### src/rtl/opsel_pkg.sv
package opsel_pkg;
   localparam int MODE_W = 2;

   typedef enum logic [2:0] {
      CLS_PLAIN = 3'd0,
      CLS_ALT1  = 3'd1,
      CLS_ALT2  = 3'd2,
      CLS_ALT3  = 3'd3,
      CLS_SRC   = 3'd4,
      CLS_DST   = 3'd5,
      CLS_TIE   = 3'd6,
      CLS_RSVD  = 3'd7
   } op_class_e;

   function automatic logic [MODE_W-1:0] alt_bits(input op_class_e c);
      case (c)
         CLS_ALT1: alt_bits = 2'b01;
         CLS_ALT2: alt_bits = 2'b10;
         CLS_ALT3: alt_bits = 2'b11;
         default:  alt_bits = 2'b00;
      endcase
   endfunction
endpackage

### src/rtl/opsel_pipe.sv
module opsel_pipe #(
   parameter int OPC_W = 8,
   parameter logic [OPC_W-1:0] RESET_OPC = 'h01
) (
   input  logic             clk,
   input  logic             rst_n,
   input  logic             load,
   input  logic [OPC_W-1:0] fetch_byte,
   output logic [OPC_W-1:0] pipe_q
);
   always_ff @(posedge clk) begin
      if (!rst_n)    pipe_q <= RESET_OPC;
      else if (load) pipe_q <= fetch_byte;
   end

   assert_pipe_load_R2: assert property (@(posedge clk) disable iff (!rst_n)
      load |=> pipe_q == $past(fetch_byte));
   assert_pipe_hold_R10: assert property (@(posedge clk) disable iff (!rst_n)
      !load |=> $stable(pipe_q));
endmodule

### src/rtl/opsel_prefix.sv
module opsel_prefix
   import opsel_pkg::*;
#(
   parameter int OPC_W     = 8,
   parameter int SEL_W     = 4,
   parameter bit ALT_MERGE = 1'b1
) (
   input  logic              clk,
   input  logic              rst_n,
   input  logic              step,
   input  logic [2:0]        op_class,
   input  logic [OPC_W-1:0]  opcode,
   output logic [MODE_W-1:0] mode_o,
   output logic [SEL_W-1:0]  src_o,
   output logic [SEL_W-1:0]  dst_o,
   output logic              fire_o
);
   if (SEL_W > OPC_W) begin : g_bad_width
      $error("opsel_prefix: SEL_W must not exceed OPC_W");
   end

   op_class_e          cls;
   logic [SEL_W-1:0]   arg;
   logic [MODE_W-1:0]  mode_q, mode_n, alt_apply;
   logic               tie_q, tie_n, fire_c;
   logic [SEL_W-1:0]   src_q, src_n, dst_q, dst_n;

   assign cls = op_class_e'(op_class);
   assign arg = opcode[SEL_W-1:0];

   if (ALT_MERGE) begin : g_alt_merge
      assign alt_apply = mode_q | alt_bits(cls);
   end else begin : g_alt_replace
      assign alt_apply = alt_bits(cls);
   end

   always_comb begin
      mode_n = mode_q;
      tie_n  = tie_q;
      src_n  = src_q;
      dst_n  = dst_q;
      src_o  = src_q;
      dst_o  = dst_q;
      fire_c = 1'b0;
      case (cls)
         CLS_ALT1, CLS_ALT2, CLS_ALT3: mode_n = alt_apply;
         CLS_SRC: begin
            if (tie_q) begin
               fire_c = 1'b1;
               src_o  = arg;
            end else begin
               src_n = arg;
            end
         end
         CLS_DST: begin
            if (tie_q) begin
               fire_c = 1'b1;
               dst_o  = arg;
            end else begin
               dst_n = arg;
            end
         end
         CLS_TIE: begin
            tie_n = 1'b1;
            src_n = arg;
            dst_n = arg;
         end
         default: fire_c = 1'b1;
      endcase
      if (fire_c) begin
         mode_n = '0;
         tie_n  = 1'b0;
         src_n  = '0;
         dst_n  = '0;
      end
   end

   always_ff @(posedge clk) begin
      if (!rst_n) begin
         mode_q <= '0;
         tie_q  <= 1'b0;
         src_q  <= '0;
         dst_q  <= '0;
      end else if (step) begin
         mode_q <= mode_n;
         tie_q  <= tie_n;
         src_q  <= src_n;
         dst_q  <= dst_n;
      end
   end

   assign mode_o = mode_q;
   assign fire_o = step & fire_c;

   assert_plain_clears_R7: assert property (@(posedge clk) disable iff (!rst_n)
      (step && (op_class == 3'd0)) |=> (mode_q == '0 && !tie_q && src_q == '0 && dst_q == '0));
   assert_tie_equal_R5: assert property (@(posedge clk) disable iff (!rst_n)
      tie_q |-> (src_q == dst_q));
   assert_idle_hold_R10: assert property (@(posedge clk) disable iff (!rst_n)
      !step |=> ($stable(mode_q) && $stable(tie_q) && $stable(src_q) && $stable(dst_q)));
endmodule

### src/rtl/opsel_front.sv
module opsel_front
   import opsel_pkg::*;
#(
   parameter int OPC_W     = 8,
   parameter int SEL_W     = 4,
   parameter logic [OPC_W-1:0] RESET_OPC = 'h01,
   parameter bit ALT_MERGE = 1'b1,
   localparam int DISP_W   = MODE_W + OPC_W
) (
   input  logic              clk,
   input  logic              rst_n,
   input  logic              step,
   input  logic [OPC_W-1:0]  fetch_byte,
   input  logic [2:0]        op_class,
   output logic [DISP_W-1:0] disp_idx,
   output logic [SEL_W-1:0]  src_sel,
   output logic [SEL_W-1:0]  dst_sel,
   output logic              op_fire,
   output logic              pc_inc
);
   logic [OPC_W-1:0]  pipe_q;
   logic [MODE_W-1:0] mode_q;

   opsel_pipe #(.OPC_W(OPC_W), .RESET_OPC(RESET_OPC)) u_pipe (
      .clk(clk), .rst_n(rst_n), .load(step),
      .fetch_byte(fetch_byte), .pipe_q(pipe_q));

   opsel_prefix #(.OPC_W(OPC_W), .SEL_W(SEL_W), .ALT_MERGE(ALT_MERGE)) u_prefix (
      .clk(clk), .rst_n(rst_n), .step(step), .op_class(op_class),
      .opcode(pipe_q), .mode_o(mode_q), .src_o(src_sel), .dst_o(dst_sel),
      .fire_o(op_fire));

   assign disp_idx = {mode_q, pipe_q};
   assign pc_inc   = step;

   assert_fire_needs_step_R6: assert property (@(posedge clk) disable iff (!rst_n)
      op_fire |-> pc_inc);
endmodule

### config.mk
export PLATFORM = sky130hd
export DESIGN_NAME = opsel_front
export DESIGN_NICKNAME = d
export VERILOG_FILES = /design/src/rtl/opsel_pkg.sv /design/src/rtl/opsel_pipe.sv /design/src/rtl/opsel_prefix.sv /design/src/rtl/opsel_front.sv
export SDC_FILE = /design/constraint.sdc
export NUM_CORES = 1
export LEC_CHECK = 0
export ABC_AREA = 1
export BUFFER_PORTS_ARGS = -buffer_cell sky130_fd_sc_hd__buf_2
export CORE_AREA = 2 2 47 49
export CTS_BUF_LIST = sky130_fd_sc_hd__clkbuf_16
export CTS_CLUSTER_DIAMETER = 100
export DETAILED_ROUTE_END_ITERATION = 10
export DIE_AREA = 0 0 49 51
export PLACE_DENSITY_LB_ADDON = 0.05
export SLEW_MARGIN = 5
export SYNTH_ARGS = -nofsm -noshare
export SYNTH_HDL_FRONTEND = slang
export SYNTH_SLANG_ARGS = --single-unit
### constraint.sdc
create_clock -name clk -period 2.2 [get_ports clk]
set_input_delay 0.22 -clock clk [delete_from_list [all_inputs] [get_ports clk]]
set_output_delay 0.22 -clock clk [all_outputs]
set_load 0.03 [all_outputs]
==> results.cfg <==
[drt]
ant_nets = 0
wl_um = 2090
firstDrtPassIters = 4
drt_iter0_markers = 30
wl_per_cell_um = 10.8
route.vias.total = 959
via_per_inst = 4.97
drc = 0

[yosys]
synthesis.nets = 145
ys_seq_area_share_pct = 40.2
synth-simple-area-share_pct = 30.9
synth_seq_cells = 19
synth_compound_area_share_pct = 18.9
synth_top_family_by_area = simple AND/OR/NAND/NOR gates
muxShareOfSynthArea_pct = 0
synthAdderAreaFrac_pct = 0
ys_warn_count = 0
synth_cell_types = 23
syn_area_um2 = 947
synth_xor_area_share_pct = 0
syn_inst = 131
syn_avg_cell_area_um2 = 7.23

[setup_path]
slowest_delay_ns = 0.46
crit_path_cell_trace = inv_4, nand3_2, nand3_2, inv_1, buf_2
path_buf_inv = 3
crit_top_cell = nand3_2
critical_path_cell_count = 5
cp_max_fo = 8
start_kind = flop
crit_type = reg2out
arrival_ns = 1.34
worst-endpoint-required_ns = 1.98
cpMaxStageDelayCell = dfxtp_1
critPathTopFamily = flip-flops
reg2regPathDepth = 5
cp-end-kind = output port

[floorplanning]
start_util_pct = 45.9
rows = 17
coreArea_um2 = 2060
io_pins = 34
die_area_um2 = 2500
dieHeight_um = 51
die_w_um = 49

[sta]
final-setup-viol-count = 0
rsz0062_at_grt = false
hold_viol_final = 0
tightest_slew_ns = 0.309
fin_skew_ns = 0.00561
max_freq_ghz = 0.641
post-route-period-util_pct = 70.9
setup_tns_ns = 0
maxSlewViolCount = 0
relSlewSlack_pct = 79.4
post-route-min-period_ns = 1.56

[global_routing]
antenna_found_initial = 0
gr-usage-all-layers_pct = 18.6
grt_pass1_vias = 828
grt_max_degree = 16
grt_pass1_wl_um = 3520
overflow = 0

[cts]
root_buffer = clkbuf_16
numCtsBuffers = 3
cts.sink_count = 19
clock_path_buffers = 2
clkSlewWorstSetupHoldPaths_ns = 0.06
clock_latency_ns = 0.25
cts_tree = done
postCtsHoldBufs = 0
post_cts_buffers = 0
cts_resized = 0
htree_levels = 1

[final_layout]
final_area_um2 = 1210
nFillCells = 209
layout_common_cells = buf_2 (33), nor2_1 (21), dfxtp_1 (19), nand2_1 (16), inv_1 (13)
num_antenna_cells = 0
final_common_cell = buf_2
nets = 180
drive_above_1_share_pct = 32.7
area_growth_pct = 28.1

[power_and_ir_drop]
power.leakage_nw = 0.575
peakVddDrop_v = 0.000586
power_density_nw_per_um2 = 771

[placement]
place_area_um2 = 1130
dp_hpwl_um = 1560
io_buffers = 33
gp_congestion = 0.812

[hold_path]
hold_depth = 3
hp-class = in2reg

[run]
maxCapViolations = 0

[run_status]
outcome = completed
worst paths after layout:
path | from | to | slack (ns)
setup / recovery | u_prefix.tie_q$_SDFFE_PN0P_ | op_fire | 0.64
hold / removal | fetch_byte[4] | u_pipe.pipe_q[4]$_SDFFE_PN0P_ | 0.19
setup reg to reg | u_prefix.tie_q$_SDFFE_PN0P_ | u_prefix.src_q[0]$_SDFFE_PN0P_ | 1.09
hold reg to reg | u_prefix.mode_o[1]$_SDFFE_PN0P_ | u_prefix.mode_o[1]$_SDFFE_PN0P_ | 0.44
power by group:
part | total [mW] | internal [mW] | switching [mW]
Combinational | 0.177 | 0.0531 | 0.124
Sequential | 0.378 | 0.365 | 0.0131
Clock | 0.381 | 0.246 | 0.135
final cells by class:
type                            count  area (um^2)  area share [%]
Clock buffer                        3         75.1            6.19
Clock inverter                      1         7.51           0.619
Inverter                           19         78.8            6.49
Multi-Input combinational cell     90          472            38.9
Sequential cell                    19          380            31.3
Tap cell                           28         35.0            2.89
Timing Repair Buffer               33          165            13.6
cells in the mapped netlist:
| cell | n | share of area, % |
|---|---|---|
| buf_2 | 1 | 0.53 |
| nand3_4 | 1 | 1.8 |
| o21ai_0 | 8 | 4.2 |
| buf_4 | 1 | 0.79 |
| o21ai_1 | 8 | 4.2 |
| nor2_1 | 21 | 8.3 |
| nand2_2 | 2 | 1.3 |
| a21oi_1 | 11 | 5.8 |
| inv_4 | 1 | 0.66 |
| clkinv_1 | 1 | 0.40 |
| nor2_4 | 2 | 2.4 |
| clkbuf_1 | 1 | 0.40 |
| o31ai_1 | 1 | 0.79 |
| nand3_2 | 4 | 4.2 |
| o22ai_1 | 3 | 2.0 |
| nand3_1 | 10 | 5.3 |
| o21ai_2 | 2 | 1.8 |
| nand2_1 | 16 | 6.3 |
| dfxtp_1 | 19 | 40 |
| inv_2 | 3 | 1.2 |
| inv_1 | 13 | 5.2 |
| clkinv_4 | 1 | 0.92 |
| nand2_4 | 1 | 1.2 |
per-layer routing:
layer  up-vias  wire (um)  GRT usage (%)
met5         -          0              0
met1       430       1040           23.3
met2        27        931           30.6
met4         0         29           8.57
met3         4         92           4.39
li1        498          -              -
worst register-to-register path: stages (launching register included):
cell     delay [ns]
dfxtp_1        0.46
inv_4          0.10
nand3_2        0.11
nand3_2        0.15
nand3_1        0.11
a21oi_1        0.06
cell families (layout without fill, tap and decap cells):
| kind of cell | after synthesis | in the layout |
|---|---|---|
| buf+inv | 22 | 56 |
| simple gates | 57 | 57 |
| flops | 19 | 19 |
| compound gates | 33 | 33 |
state kept, by name (all words and copies together), names as in the netlist:
| name | count |
|---|---|
| u_prefix.src_q | 4 |
| u_pipe.pipe_q | 8 |
| u_prefix.mode_o | 2 |
| u_prefix.tie_q | 1 |
| u_prefix.dst_q | 4 |
stage by stage:
step / cells / power (mW) / hold slack [ns] / setup WS (ns) / util (%)
global route: 193 / 0.980 / 0.200 / 0.563 / 58.8
global placement: 189 / 0.561 / 0.430 / 0.876 / 54.8
floorplan: 131 / 0.509 / 0.346 / 0.546 / -
finish: 193 / 0.936 / 0.188 / 0.640 / 58.8
CTS: 193 / 0.944 / 0.183 / 0.643 / 58.8
detailed placement: 189 / 0.562 / 0.435 / 0.849 / 54.8
Power figures use the tool's default switching activity.
